### config.mk
export PLATFORM = sky130hd
export DESIGN_NAME = async_serial_tx
export DESIGN_NICKNAME = d
export VERILOG_FILES = /design/src/rtl/async_tx_pkg.sv /design/src/rtl/async_tx_tick.sv /design/src/rtl/async_tx_ctrl.sv /design/src/rtl/async_tx_shift.sv /design/src/rtl/async_serial_tx.sv
export SDC_FILE = /design/constraint.sdc
export NUM_CORES = 1
export LEC_CHECK = 0
export BUFFER_PORTS_ARGS = -buffer_cell sky130_fd_sc_hd__buf_4
export CORE_AREA = 2 2 85 87
export CTS_CLUSTER_SIZE = 28
export DETAILED_ROUTE_END_ITERATION = 10
export DIE_AREA = 0 0 87 89
export GPL_TIMING_DRIVEN = 1
export PLACE_DENSITY = 0.72
export SETUP_SLACK_MARGIN = 0.02
export SYNTH_ARGS = -nofsm -noshare
export SYNTH_HDL_FRONTEND = slang
export SYNTH_SLANG_ARGS = --single-unit
export TNS_END_PERCENT = 100
### constraint.sdc
create_clock -name clk -period 2.53 [get_ports clk]
set_input_delay 0.253 -clock clk [delete_from_list [all_inputs] [get_ports clk]]
set_output_delay 0.253 -clock clk [all_outputs]
set_load 0.02 [all_outputs]
### src/rtl/async_tx_pkg.sv
package async_tx_pkg;
  typedef enum logic [2:0] {
    ST_IDLE, ST_START, ST_DATA, ST_PAR, ST_STOP
  } txState_e;

  // strobes from control to datapath, at most one per cycle
  typedef struct packed {
    logic load;
    logic shiftOut;
    logic emitParity;
    logic emitStop;
  } txStrobe_t;

  localparam int WORD_W = 8;
  localparam int MIN_LEN = 5;
endpackage

### src/rtl/async_tx_tick.sv
module async_tx_tick #(
  parameter int DIV_W = 16
) (
  input  logic             clk,
  input  logic             rst_n,
  input  logic             load,
  input  logic             active,
  input  logic [DIV_W-1:0] halfDiv,
  output logic             tick
);
  logic [DIV_W-1:0] divLat;
  logic [DIV_W-1:0] cnt;

  assign tick = active && (cnt == divLat - 1'b1);

  always_ff @(posedge clk or negedge rst_n) begin
    if (!rst_n) begin
      divLat <= DIV_W'(1);
      cnt    <= '0;
    end else if (load) begin
      divLat <= (halfDiv == '0) ? DIV_W'(1) : halfDiv;
      cnt    <= '0;
    end else if (!active || tick) begin
      cnt <= '0;
    end else begin
      cnt <= cnt + 1'b1;
    end
  end


  tick_space_chk: assert property (@(posedge clk) disable iff (!rst_n)
    (tick && divLat > DIV_W'(1)) |=> !tick);
endmodule

### src/rtl/async_tx_ctrl.sv
module async_tx_ctrl
  import async_tx_pkg::*;
(
  input  logic      clk,
  input  logic      rst_n,
  input  logic      inValid,
  input  logic [1:0] dataLen,
  input  logic [2:0] parityMode,
  input  logic [1:0] stopLen,
  input  logic      tick,
  output txStrobe_t strb,
  output logic      frameActive,
  output logic      inReady
);
  txState_e   state;
  logic       half;
  logic [2:0] bitCnt;
  logic [2:0] lastBit;
  logic       parOn;
  logic [2:0] stopHalves;
  logic [2:0] stopLeft;

  assign inReady     = (state == ST_IDLE);
  assign frameActive = !inReady;

  always_comb begin
    strb      = '0;
    strb.load = inReady && inValid;
    if (tick && half) begin
      unique case (state)
        ST_START: strb.shiftOut = 1'b1;
        ST_DATA: begin
          if (bitCnt != lastBit) strb.shiftOut = 1'b1;
          else if (parOn)        strb.emitParity = 1'b1;
          else                   strb.emitStop = 1'b1;
        end
        ST_PAR:  strb.emitStop = 1'b1;
        default: ;
      endcase
    end
  end

  always_ff @(posedge clk or negedge rst_n) begin
    if (!rst_n) begin
      state      <= ST_IDLE;
      half       <= 1'b0;
      bitCnt     <= '0;
      lastBit    <= '0;
      parOn      <= 1'b0;
      stopHalves <= 3'd1;
      stopLeft   <= 3'd1;
    end else begin
      unique case (state)
        ST_IDLE: if (strb.load) begin
          state      <= ST_START;
          half       <= 1'b0;
          bitCnt     <= '0;
          lastBit    <= 3'(MIN_LEN - 1) + {1'b0, dataLen};
          parOn      <= (parityMode != 3'd0) && (parityMode < 3'd5);
          stopHalves <= {1'b0, stopLen} + 3'd1;
        end
        ST_START, ST_DATA, ST_PAR: if (tick) begin
          half <= !half;
          if (half) begin
            if (state == ST_START) begin
              state  <= ST_DATA;
              bitCnt <= '0;
            end else if (state == ST_DATA && bitCnt != lastBit) begin
              bitCnt <= bitCnt + 3'd1;
            end else begin
              state    <= (state == ST_DATA && parOn) ? ST_PAR : ST_STOP;
              stopLeft <= stopHalves;
            end
          end
        end
        ST_STOP: if (tick) begin
          if (stopLeft == 3'd1) state <= ST_IDLE;
          else                  stopLeft <= stopLeft - 3'd1;
        end
        default: state <= ST_IDLE;
      endcase
    end
  end


  strobe_excl_chk: assert property (@(posedge clk) disable iff (!rst_n)
    $onehot0(strb));

  idle_tick_chk: assert property (@(posedge clk) disable iff (!rst_n)
    (state == ST_IDLE) |-> !tick);

  stop_count_chk: assert property (@(posedge clk) disable iff (!rst_n)
    (state == ST_STOP) |-> (stopLeft != 3'd0 && stopLeft <= 3'd4));
endmodule

### src/rtl/async_tx_shift.sv
module async_tx_shift
  import async_tx_pkg::*;
(
  input  logic              clk,
  input  logic              rst_n,
  input  txStrobe_t         strb,
  input  logic [WORD_W-1:0] inData,
  input  logic [1:0]        dataLen,
  input  logic [2:0]        parityMode,
  input  logic              frameActive,
  output logic              txLine
);
  logic [WORD_W-1:0] shiftReg;
  logic [WORD_W-1:0] masked;
  logic              parBit;
  logic              parNext;
  logic              lineReg;

  always_comb begin
    for (int i = 0; i < WORD_W; i++)
      masked[i] = inData[i] && (i < MIN_LEN + int'(dataLen));
    unique case (parityMode)
      3'd1:    parNext = ~^masked;
      3'd2:    parNext = ^masked;
      3'd4:    parNext = 1'b1;
      default: parNext = 1'b0;
    endcase
  end

  always_ff @(posedge clk or negedge rst_n) begin
    if (!rst_n) begin
      shiftReg <= '0;
      parBit   <= 1'b0;
      lineReg  <= 1'b1;
    end else if (strb.load) begin
      shiftReg <= masked;
      parBit   <= parNext;
      lineReg  <= 1'b0;
    end else if (strb.shiftOut) begin
      lineReg  <= shiftReg[0];
      shiftReg <= shiftReg >> 1;
    end else if (strb.emitParity) begin
      lineReg <= parBit;
    end else if (strb.emitStop) begin
      lineReg <= 1'b1;
    end
  end

  assign txLine = lineReg;


  idle_line_chk: assert property (@(posedge clk) disable iff (!rst_n)
    !frameActive |-> txLine);

  start_low_chk: assert property (@(posedge clk) disable iff (!rst_n)
    strb.load |=> !txLine);

  stop_high_chk: assert property (@(posedge clk) disable iff (!rst_n)
    strb.emitStop |=> txLine);
endmodule

### src/rtl/async_serial_tx.sv
module async_serial_tx
  import async_tx_pkg::*;
#(
  parameter int DIV_W = 16
) (
  input  logic             clk,
  input  logic             rst_n,
  input  logic [DIV_W-1:0] halfDiv,
  input  logic [1:0]       dataLen,
  input  logic [2:0]       parityMode,
  input  logic [1:0]       stopLen,
  input  logic             inValid,
  input  logic [7:0]       inData,
  output logic             inReady,
  output logic             txLine,
  output logic             busy
);
  txStrobe_t strb;
  logic      tick;
  logic      frameActive;

  async_tx_ctrl u_ctrl (
    .clk(clk), .rst_n(rst_n), .inValid(inValid), .dataLen(dataLen),
    .parityMode(parityMode), .stopLen(stopLen), .tick(tick),
    .strb(strb), .frameActive(frameActive), .inReady(inReady)
  );

  async_tx_tick #(.DIV_W(DIV_W)) u_tick (
    .clk(clk), .rst_n(rst_n), .load(strb.load), .active(frameActive),
    .halfDiv(halfDiv), .tick(tick)
  );

  async_tx_shift u_shift (
    .clk(clk), .rst_n(rst_n), .strb(strb), .inData(inData),
    .dataLen(dataLen), .parityMode(parityMode),
    .frameActive(frameActive), .txLine(txLine)
  );

  assign busy = frameActive;
endmodule

==> flow_metrics.tcl, run 1 <==
set metrics [dict create \
    synthMuxAreaShare 0.0402 \
    critPathRequiredTime_ns 2.82 \
    synth_top_family_by_area "simple AND/OR/NAND/NOR gates" \
    synth-edff-count 0 \
    timing.final.ws_setup_ns -0.00964 \
    ir_drop_mv 0.367 \
    syn-cell-area_um2 3520 \
    clock-root-buffer "clkbuf_8" \
    multi_input_area_um2 2010 \
    maxCapViolCount 0 \
    wl_per_cell_um 15.2 \
    endpoint_kind "register" \
    crit_path_start_kind "register" \
    ff_latch_area_um2 1480 \
    tightest_slew_ns 0.749 \
    path_cells "inv_2 -> ha_4 -> or3_1 -> a31o_4 -> nor4b_4 -> nand3_2 -> or4b_1 -> nand3_1" \
    power_mw 3.93 \
    grt_pass1_vias 2965 \
    grtUsageTotal 0.232 \
    r2r-start "u_tick.divLat[0]" \
    synth_top_area_frac 0.391 \
    ios 37 \
    clk_latency_ns 0.35 \
    yosysSeqAreaShare 0.421 \
    drive_gt1_frac 0.272 \
    clock-sinks 59 \
    hp-class "in2async" \
    rsz0062_at_grt "yes" \
    worst-path-max-fanout 5 \
    clkTransAtPathRegs_ns 0.07 \
    slew_headroom 0.501 \
    cts_tree "built" \
    cts_hold_buf 0 \
    design.die.area_um2 7740 \
    post-place-ws_ns -0.0842 \
    rrSetupSlack_ns -0.01 \
    async_flop_share 1.00 \
    synth_compound_area_frac 0.105 \
    syn_nets 431 \
    synthTopCellsByArea "dfrtp_1, nand2_1, xnor2_1" \
    dp_hpwl_um 5630 \
    path_delay_family "simple AND/OR/NAND/NOR gates" \
    synthAdderAreaFrac 0.0213 \
    p_sw_mw 1.42 \
    rows 30 \
    num_antenna_cells 0 \
    synth_top_area_cell "dfrtp_1" \
    vias_per_cell 5.52 \
    maxSlewViolCount 0 \
    p_seq_frac 0.397 \
    min_period_ns 2.54 \
    ys_types 62 \
    drtAntennaViolNets 0 \
    critical_path.startpoint "u_tick.divLat[0]" \
    grt_max_degree 60 \
    overflow 0 \
    placed_area_um2 4010 \
    avgSynthCellArea_um2 9.00 \
    power_density_nw_per_um2 888 \
    setup_violations 1 \
    worstSetupPathType "reg2reg" \
    power_switching_share 0.361 \
    grt_pass1_wl_um 13900 \
    combPwrFrac 0.388 \
    mostFrequentLayoutCells "nand2_1, buf_4, dfrtp_1, nor2_1, xor2_1" \
    crit_slowest_cell "dfstp_2" \
    whs_ns -0.0439 \
    drtIter0Drc 158 \
    ys_ff_latch 59 \
    yosysWarnings 0 \
    finalCritPeriodShare 1.00 \
    cp.arrival_ns 2.83 \
    vias 3001 \
    start_util 0.523 \
    synth_ff_type "dfrtp_1" \
    status "finished, violations left" \
    hold_viol 38 \
    nets 499 \
    num-fill-cells 540 \
    antenna_found_initial 0 \
    synthSimpleGateAreaFrac 0.263 \
    gp_congestion 0.860 \
    final_cell_area_um2 4430 \
    synth-xor-area-share 0.111 \
    violations "negative hold slack, negative setup slack" \
    drtPass1Iterations 5 \
    syn_inst 391 \
    fin_worst_skew_ns 0.00502 \
    p_int_mw 2.51 \
    cp_slowest_stage_delay_ns 0.56 \
    drcViolationCount 0 \
    core_um2 6720 \
    syn_to_final_growth_pct 26.0 \
    cellLeakagePower_nw 2.10 \
    io_buffer_count 36 \
    critPathBufInv 1 \
    cts_inserted_buffers 9 \
    die_w_um 87 \
    clk_path_buf_depth 2 \
    wl_um 8290 \
    fp.dieH_um 89 \
    htree_levels 3 \
    clkPwrFrac 0.215 \
    layout_commonest_cell "nand2_1" \
    fmax_mhz 394 \
]
==> synthesized netlist by cell type (2+ instances only) <==
library cell and n:
a211oi_1 3, a21oi_1 9, a311oi_1 2, a31oi_1 4, a32oi_1 2, and3_1 9, and3b_1 2, buf_2 3
buf_6 2, clkbuf_1 11, dfrtp_1 55, dfstp_2 4, ha_1 6, inv_1 12, mux2i_1 13, nand2_1 71
nand2b_1 3, nand3_1 18, nand3b_1 2, nand4_1 3, nor2_1 35, nor2b_1 6, nor3_1 6, nor3b_1 2
nor4_1 3, nor4_2 2, o21ai_0 24, o22ai_1 3, or2_2 2, or3_1 2, xnor2_1 21, xor2_1 21
==> power groups by stage <==
stage	clock (mW)	combinational (mW)	sequential [mW]
finish	0.847	1.53	1.56
global route	0.907	1.70	1.60
CTS	0.860	1.47	1.55
detailed placement	0	1.26	1.55
global placement	0	1.23	1.54
floorplan	0	0.919	1.48
==> cells by family (layout without fill, tap and decap cells) <==
group	after synthesis	after routing
AO/OA/AOI/OAI	58	58
XOR/XNOR	43	43
AND/OR/NAND/NOR	181	181
adder cells (fa/ha/maj)	6	6
flip-flops	59	59
multiplexers	14	14
buffers and inverters	30	103
==> state kept, by name (all words and copies together) (netlist names), 3 cells and up <==
signal,flops
u_ctrl.bitCnt,3
u_ctrl.lastBit,3
u_tick.divLat,16
u_ctrl.stopHalves,3
u_shift.shiftReg,8
u_tick.cnt,16
u_ctrl.state,3
u_ctrl.stopLeft,3
==> layer usage <==
| layer | wire length (um) | GRT usage | part of all wire | up-vias |
|---|---|---|---|---|
| met5 | 0 | 0 | 0 | - |
| met4 | 219 | 0.118 | 0.026 | 0 |
| met3 | 388 | 0.0406 | 0.047 | 16 |
| met2 | 3830 | 0.374 | 0.46 | 72 |
| met1 | 3860 | 0.303 | 0.46 | 1429 |
| li1 | - | - | - | 1484 |
==> final timing paths <==
kind	end	cells past startpoint
setup / recovery	u_ctrl.stopLeft[0]	8
hold / removal	u_tick.cnt[3]	1
setup reg to reg	u_ctrl.stopLeft[0]	8
hold reg to reg	u_ctrl.stopHalves[2]	2
max in group asynchronous	u_tick.cnt[0]	1
min in group clk	u_ctrl.stopHalves[0]	2
==> stage by stage <==
stage,utilization,TNS (ns),cells,hold WS [ns]
3_3_place_gp,0.597,0,512,0.369
6_report,0.660,-0.00964,544,-0.0439
5_1_grt,0.660,-1.48,544,0.0471
2_1_floorplan,-,0,391,-0.0426
4_1_cts,0.646,-0.0155,542,0.00358
3_5_place_dp,0.597,-0.325,512,0.370
==> final cells by class <==
class,count,share of cell area
multi-input combinational,302,0.454
sequential,59,0.334
clock buffer,10,0.0311
timing repair buffer,75,0.136
clock inverter,6,0.0124
tap,80,0.0226
inverter,12,0.0102
==> worst register-to-register path: stages, from the launching register on <==
cell     delay [ns]
dfstp_2        0.56
inv_2          0.06
ha_4           0.17
or3_1          0.36
a31o_4         0.24
nor4b_4        0.29
nand3_2        0.17
or4b_1         0.55
nand3_1        0.09
==> timing repair <==
| action | in CTS | in global routing |
|---|---|---|
| gates resized for setup | 7 | 27 |
| buffers inserted | 14 | 2 |
| pin swaps | 11 | 11 |
| gates cloned | 0 | 1 |
| endpoints found under the setup margin | 32 | 34 |
No activity file was read; power rests on OpenSTA's default activity.
==> run 2: changes to the inputs <==
Settings changed: PLACE_DENSITY 0.72 to 0.74.
==> run 2 against run 1 <==
  * Sequential power about the same
  * Die area stayed put
  * Register-to-register slack got worse by 0.07 ns
  * Clock skew rose by 0.0024 ns
  * Via count rose by 2.3%
  * The run still ends with negative hold slack, negative setup slack left
  * First-iteration DRC count rose by 20%
  * Power grew 2.2%
  * Combinational power is 9% lower
  * Core utilization grew 0.13 points
  * Design area grew 0.20%
  * Clock power is 25% higher
==> flow_metrics.tcl, run 2 (same netlist as run 1, synthesis figures left out) <==
set metrics [dict create \
    whs_ns -0.0334 \
    tightest_slew_ns 0.771 \
    endpoint_kind "register" \
    power_density_nw_per_um2 906 \
    finalSetupTns_ns -0.377 \
    critPathRequiredTime_ns 2.81 \
    cts_inserted_buffers 9 \
    critical_path.startpoint "u_tick.divLat[1]" \
    fin_worst_skew_ns 0.00745 \
    vias_per_cell 5.74 \
    hp-class "in2async" \
    finalCritPeriodShare 1.03 \
    status "finished, violations left" \
    drtIter0Drc 189 \
    layout_commonest_cell "nand2_1" \
    wl_per_cell_um 16.0 \
    timing.final.ws_setup_ns -0.0844 \
    cp.arrival_ns 2.90 \
    syn_to_final_growth_pct 26.3 \
    clock-root-buffer "clkbuf_8" \
    clock-sinks 59 \
    r2r-start "u_tick.divLat[1]" \
    crit_path_start_kind "register" \
    htree_levels 3 \
    ir_drop_mv 0.487 \
    cts_tree "built" \
    grt_pass1_wl_um 14000 \
    fmax_mhz 383 \
    grt_max_degree 60 \
    setup_violations 17 \
    grt_pass1_vias 2927 \
    overflow 0 \
    drtPass1Iterations 5 \
    rrSetupSlack_ns -0.08 \
    wl_um 8560 \
    gp_congestion 0.893 \
    dp_hpwl_um 6010 \
    drtAntennaViolNets 0 \
    num_antenna_cells 0 \
    drcViolationCount 0 \
    maxCapViolCount 0 \
    grtUsageTotal 0.235 \
    clk_path_buf_depth 2 \
    nets 490 \
    hold_viol 22 \
    rows 30 \
    clkTransAtPathRegs_ns 0.07 \
    design.die.area_um2 7740 \
    cellLeakagePower_nw 2.08 \
    slew_headroom 0.482 \
    clk_latency_ns 0.34 \
    io_buffer_count 36 \
    antenna_found_initial 0 \
    top_regs "u_tick.cnt x16, u_tick.divLat x16, u_shift.shiftReg x8" \
    violations "negative hold slack, negative setup slack" \
    mostFrequentLayoutCells "nand2_1, buf_4, dfrtp_1, nor2_1" \
    drive_gt1_frac 0.259 \
    rsz0062_at_grt "yes" \
    final_cell_area_um2 4440 \
    finish.utilization 0.661 \
    worst-path-max-fanout 5 \
    fp.dieH_um 89 \
    core_um2 6720 \
    min_period_ns 2.61 \
    maxSlewViolCount 0 \
    ios 37 \
    cts_hold_buf 0 \
    start_util 0.523 \
    vias 3070 \
    die_w_um 87 \
    placed_area_um2 4030 \
    worstSetupPathType "reg2reg" \
]
## run 2: what timing repair did
item                                    CTS  global route
pin swaps                                13            10
endpoints found under the setup margin   33            34
buffers inserted                          3             1
cloned                                    0             1
resized for setup                        12            21
## run 2: power by group
part	total [mW]	leakage [nW]	switching [mW]	internal (mW)
Clock	1.06	0.123	0.380	0.678
Combinational	1.39	1.23	0.706	0.682
Sequential	1.58	0.722	0.328	1.25
## run 2: layout make-up
type,count,area (um2)
multi-input combinational,302,2030
inverter,12,45.0
fill,516,2280
sequential,59,1480
tap,80,100
clock buffer,11,141
clock inverter,5,100
timing repair buffer,66,541
## run 2: critical path, stage by stage (launching register included)
cell     delay [ns]
dfrtp_1        0.40
inv_2          0.08
ha_4           0.15
or4b_4         0.51
nor3b_2        0.23
o21ai_1        0.12
a32oi_2        0.23
buf_4          0.17
nand3_4        0.08
or4b_4         0.52
nand3_2        0.07
## run 2: through the flow
stage	worst slack [ns]	power (mW)	std cells
after floorplan	0.0241	2.40	391
after global placement	-0.0279	2.78	514
after detailed placement	-0.166	2.84	514
after CTS	-0.0314	3.96	533
after global routing	-0.193	4.27	535
final	-0.0844	4.02	535
## run 2: layer usage
| metal | track usage | share of wire |
|---|---|---|
| met5 | 0 | 0 |
| met1 | 0.312 | 0.45 |
| met3 | 0.0434 | 0.050 |
| met2 | 0.378 | 0.47 |
| met4 | 0.101 | 0.027 |
## run 2: path summary, 6_finish.rpt
| path | endpoint | cells past startpoint |
|---|---|---|
| max | u_ctrl.stopLeft[0] | 10 |
| min | u_tick.cnt[3] | 1 |
| max reg2reg | u_ctrl.stopLeft[0] | 10 |
| min reg2reg | u_ctrl.stopHalves[0] | 2 |
| max in group asynchronous | u_ctrl.stopHalves[2] | 1 |
| min in group clk | u_ctrl.stopHalves[0] | 2 |
==> run 3: changes to the inputs <==
Settings changed: CORE_AREA 2 2 85 87 to 2 2 87 89, DIE_AREA 0 0 87 89 to 0 0 89 91, PLACE_DENSITY 0.74 to 0.69.
Clock period 2.53 ns to 3 ns, I/O delays scaled along.
==> run 3 against run 2 <==
  * The run now ends clean
  * Combinational power is 33% lower
  * Critical path depth is 2 lower
  * Worst hold slack better by 0.062 ns
  * Cell count is 0.93% lower
  * Clock power is 37% lower
  * Register-to-register slack better by 0.32 ns
  * Core utilization is 9.2 points lower
  * Sequential power is 14% lower
  * Design area is 8.6% lower
  * Highest routed layer unchanged
==> flow_metrics.tcl, run 3 (same netlist as run 1, synthesis figures left out) <==
set metrics [dict create \
    hold_viol 0 \
    tightest_slew_ns 0.743 \
    top_regs "u_tick.cnt x16, u_tick.divLat x16, u_shift.shiftReg x8" \
    path_cells "inv_1 -> ha_1 -> or3_1 -> a31o_2 -> nor4b_2 -> and3_2 -> a211oi_1 -> a2111oi_2" \
    cts_inserted_buffers 9 \
    power_switching_share 0.368 \
    setup_violations 0 \
    vias_per_cell 5.42 \
    fin_worst_skew_ns 0.00889 \
    antenna_found_initial 0 \
    worst-path-max-fanout 8 \
    post-place-cells 514 \
    drtAntennaViolNets 0 \
    clk_path_buf_depth 2 \
    io_buffer_count 36 \
    finalCritPeriodShare 0.920 \
    min_period_ns 2.76 \
    gp_congestion 0.908 \
    rsz0062_at_grt "no" \
    ios 37 \
    grt_pass1_wl_um 13300 \
    p_int_mw 1.87 \
    crit_path_start_kind "register" \
    start_util 0.493 \
    power_density_nw_per_um2 728 \
    path_delay_family "simple AND/OR/NAND/NOR gates" \
    cellLeakagePower_nw 1.89 \
    syn_to_final_growth_pct 15.4 \
    cp.arrival_ns 2.98 \
    layout_commonest_cell "nand2_1" \
    maxCapViolCount 0 \
    core_um2 7140 \
    ir_drop_mv 0.310 \
    drcViolationCount 0 \
    nets 466 \
    drtPass1Iterations 4 \
    clkPwrFrac 0.225 \
    critPathBufInv 1 \
    num_antenna_cells 0 \
    finalSetupTns_ns 0 \
    clk_latency_ns 0.34 \
    clkTransAtPathRegs_ns 0.07 \
    cts_tree "built" \
    wl_um 7830 \
    stdcell_count 530 \
    drtIter0Drc 154 \
    status "completed" \
    critPathRequiredTime_ns 3.22 \
    maxSlewViolCount 0 \
    combPwrFrac 0.317 \
    htree_levels 3 \
    die_w_um 89 \
    hp-class "in2async" \
    mostFrequentLayoutCells "nand2_1, dfrtp_1, buf_4, nor2_1, o21ai_0" \
    p_sw_mw 1.09 \
    vias 2870 \
    clock-root-buffer "clkbuf_8" \
    worstSetupPathType "reg2reg" \
    clock-sinks 59 \
    fp.dieH_um 91 \
    grt_max_degree 60 \
    endpoint_kind "register" \
    p_seq_frac 0.458 \
    fmax_mhz 362 \
    rows 31 \
    grtUsageTotal 0.212 \
    wl_per_cell_um 14.8 \
    cp_slowest_stage_delay_ns 0.57 \
    slew_headroom 0.505 \
    design.die.area_um2 8100 \
    power_mw 2.96 \
    crit_slowest_cell "dfstp_2" \
    overflow 0 \
    drive_gt1_frac 0.186 \
    dp_hpwl_um 5580 \
    grt_pass1_vias 2861 \
]
-- run 3: repair_timing --
action / in CTS / in global routing
gates resized for setup: 0 / 2
buffers inserted: 0 / 0
hold buffers: 0 / 0
endpoints found under the setup margin: 0 / 2
endpoints found under the hold margin: 0 / 0
-- run 3: final timing paths --
path,startpoint,end,slack [ns],depth (start not counted)
min in group clk,stopLen[0],u_ctrl.stopHalves[0],0.15,2
max reg2reg,u_tick.divLat[0],u_ctrl.state[0],0.24,8
max,u_tick.divLat[0],u_ctrl.state[0],0.24,8
max in group asynchronous,rst_n,u_tick.divLat[2],2.47,1
min,rst_n,u_tick.divLat[8],0.03,1
min reg2reg,u_ctrl.stopHalves[1],u_ctrl.stopHalves[1],0.49,2
-- run 3: routing by layer --
layer / track usage / vias up / share of wire / wire length [um]
li1: - / 1416 / - / -
met1: 0.296 / 1363 / 0.47 / 3670
met2: 0.323 / 84 / 0.48 / 3730
met3: 0.0364 / 7 / 0.044 / 344
met4: 0.0871 / 0 / 0.010 / 78
met5: 0 / - / 0 / 0
-- run 3: power by group through the flow --
stage          combinational (mW)  sequential, mW  clock (mW)
2_1_floorplan               0.750            1.25           0
3_3_place_gp                0.894            1.35           0
3_5_place_dp                0.929            1.36           0
4_1_cts                     0.936            1.35       0.684
5_1_grt                      1.06            1.39       0.722
6_report                    0.938            1.36       0.665
-- run 3: stage by stage --
stage,area [um2],utilization,worst slack [ns],hold WS [ns]
detailed placement,3870,0.542,0.153,0.413
global placement,3870,0.542,0.224,0.421
floorplan,3520,-,0.351,0.00441
global route,4060,0.569,0.0514,0.0881
CTS,4050,0.568,0.129,0.0483
finish,4060,0.569,0.239,0.0283
-- run 3: layout make-up --
type | instances | area [um2]
Multi-Input combinational cell | 302 | 1910
Inverter | 12 | 45.0
Timing Repair Buffer | 42 | 315
Clock buffer | 14 | 173
Tap cell | 99 | 124
Sequential cell | 59 | 1480
Clock inverter | 2 | 10.0
Fill cell | 684 | 3080
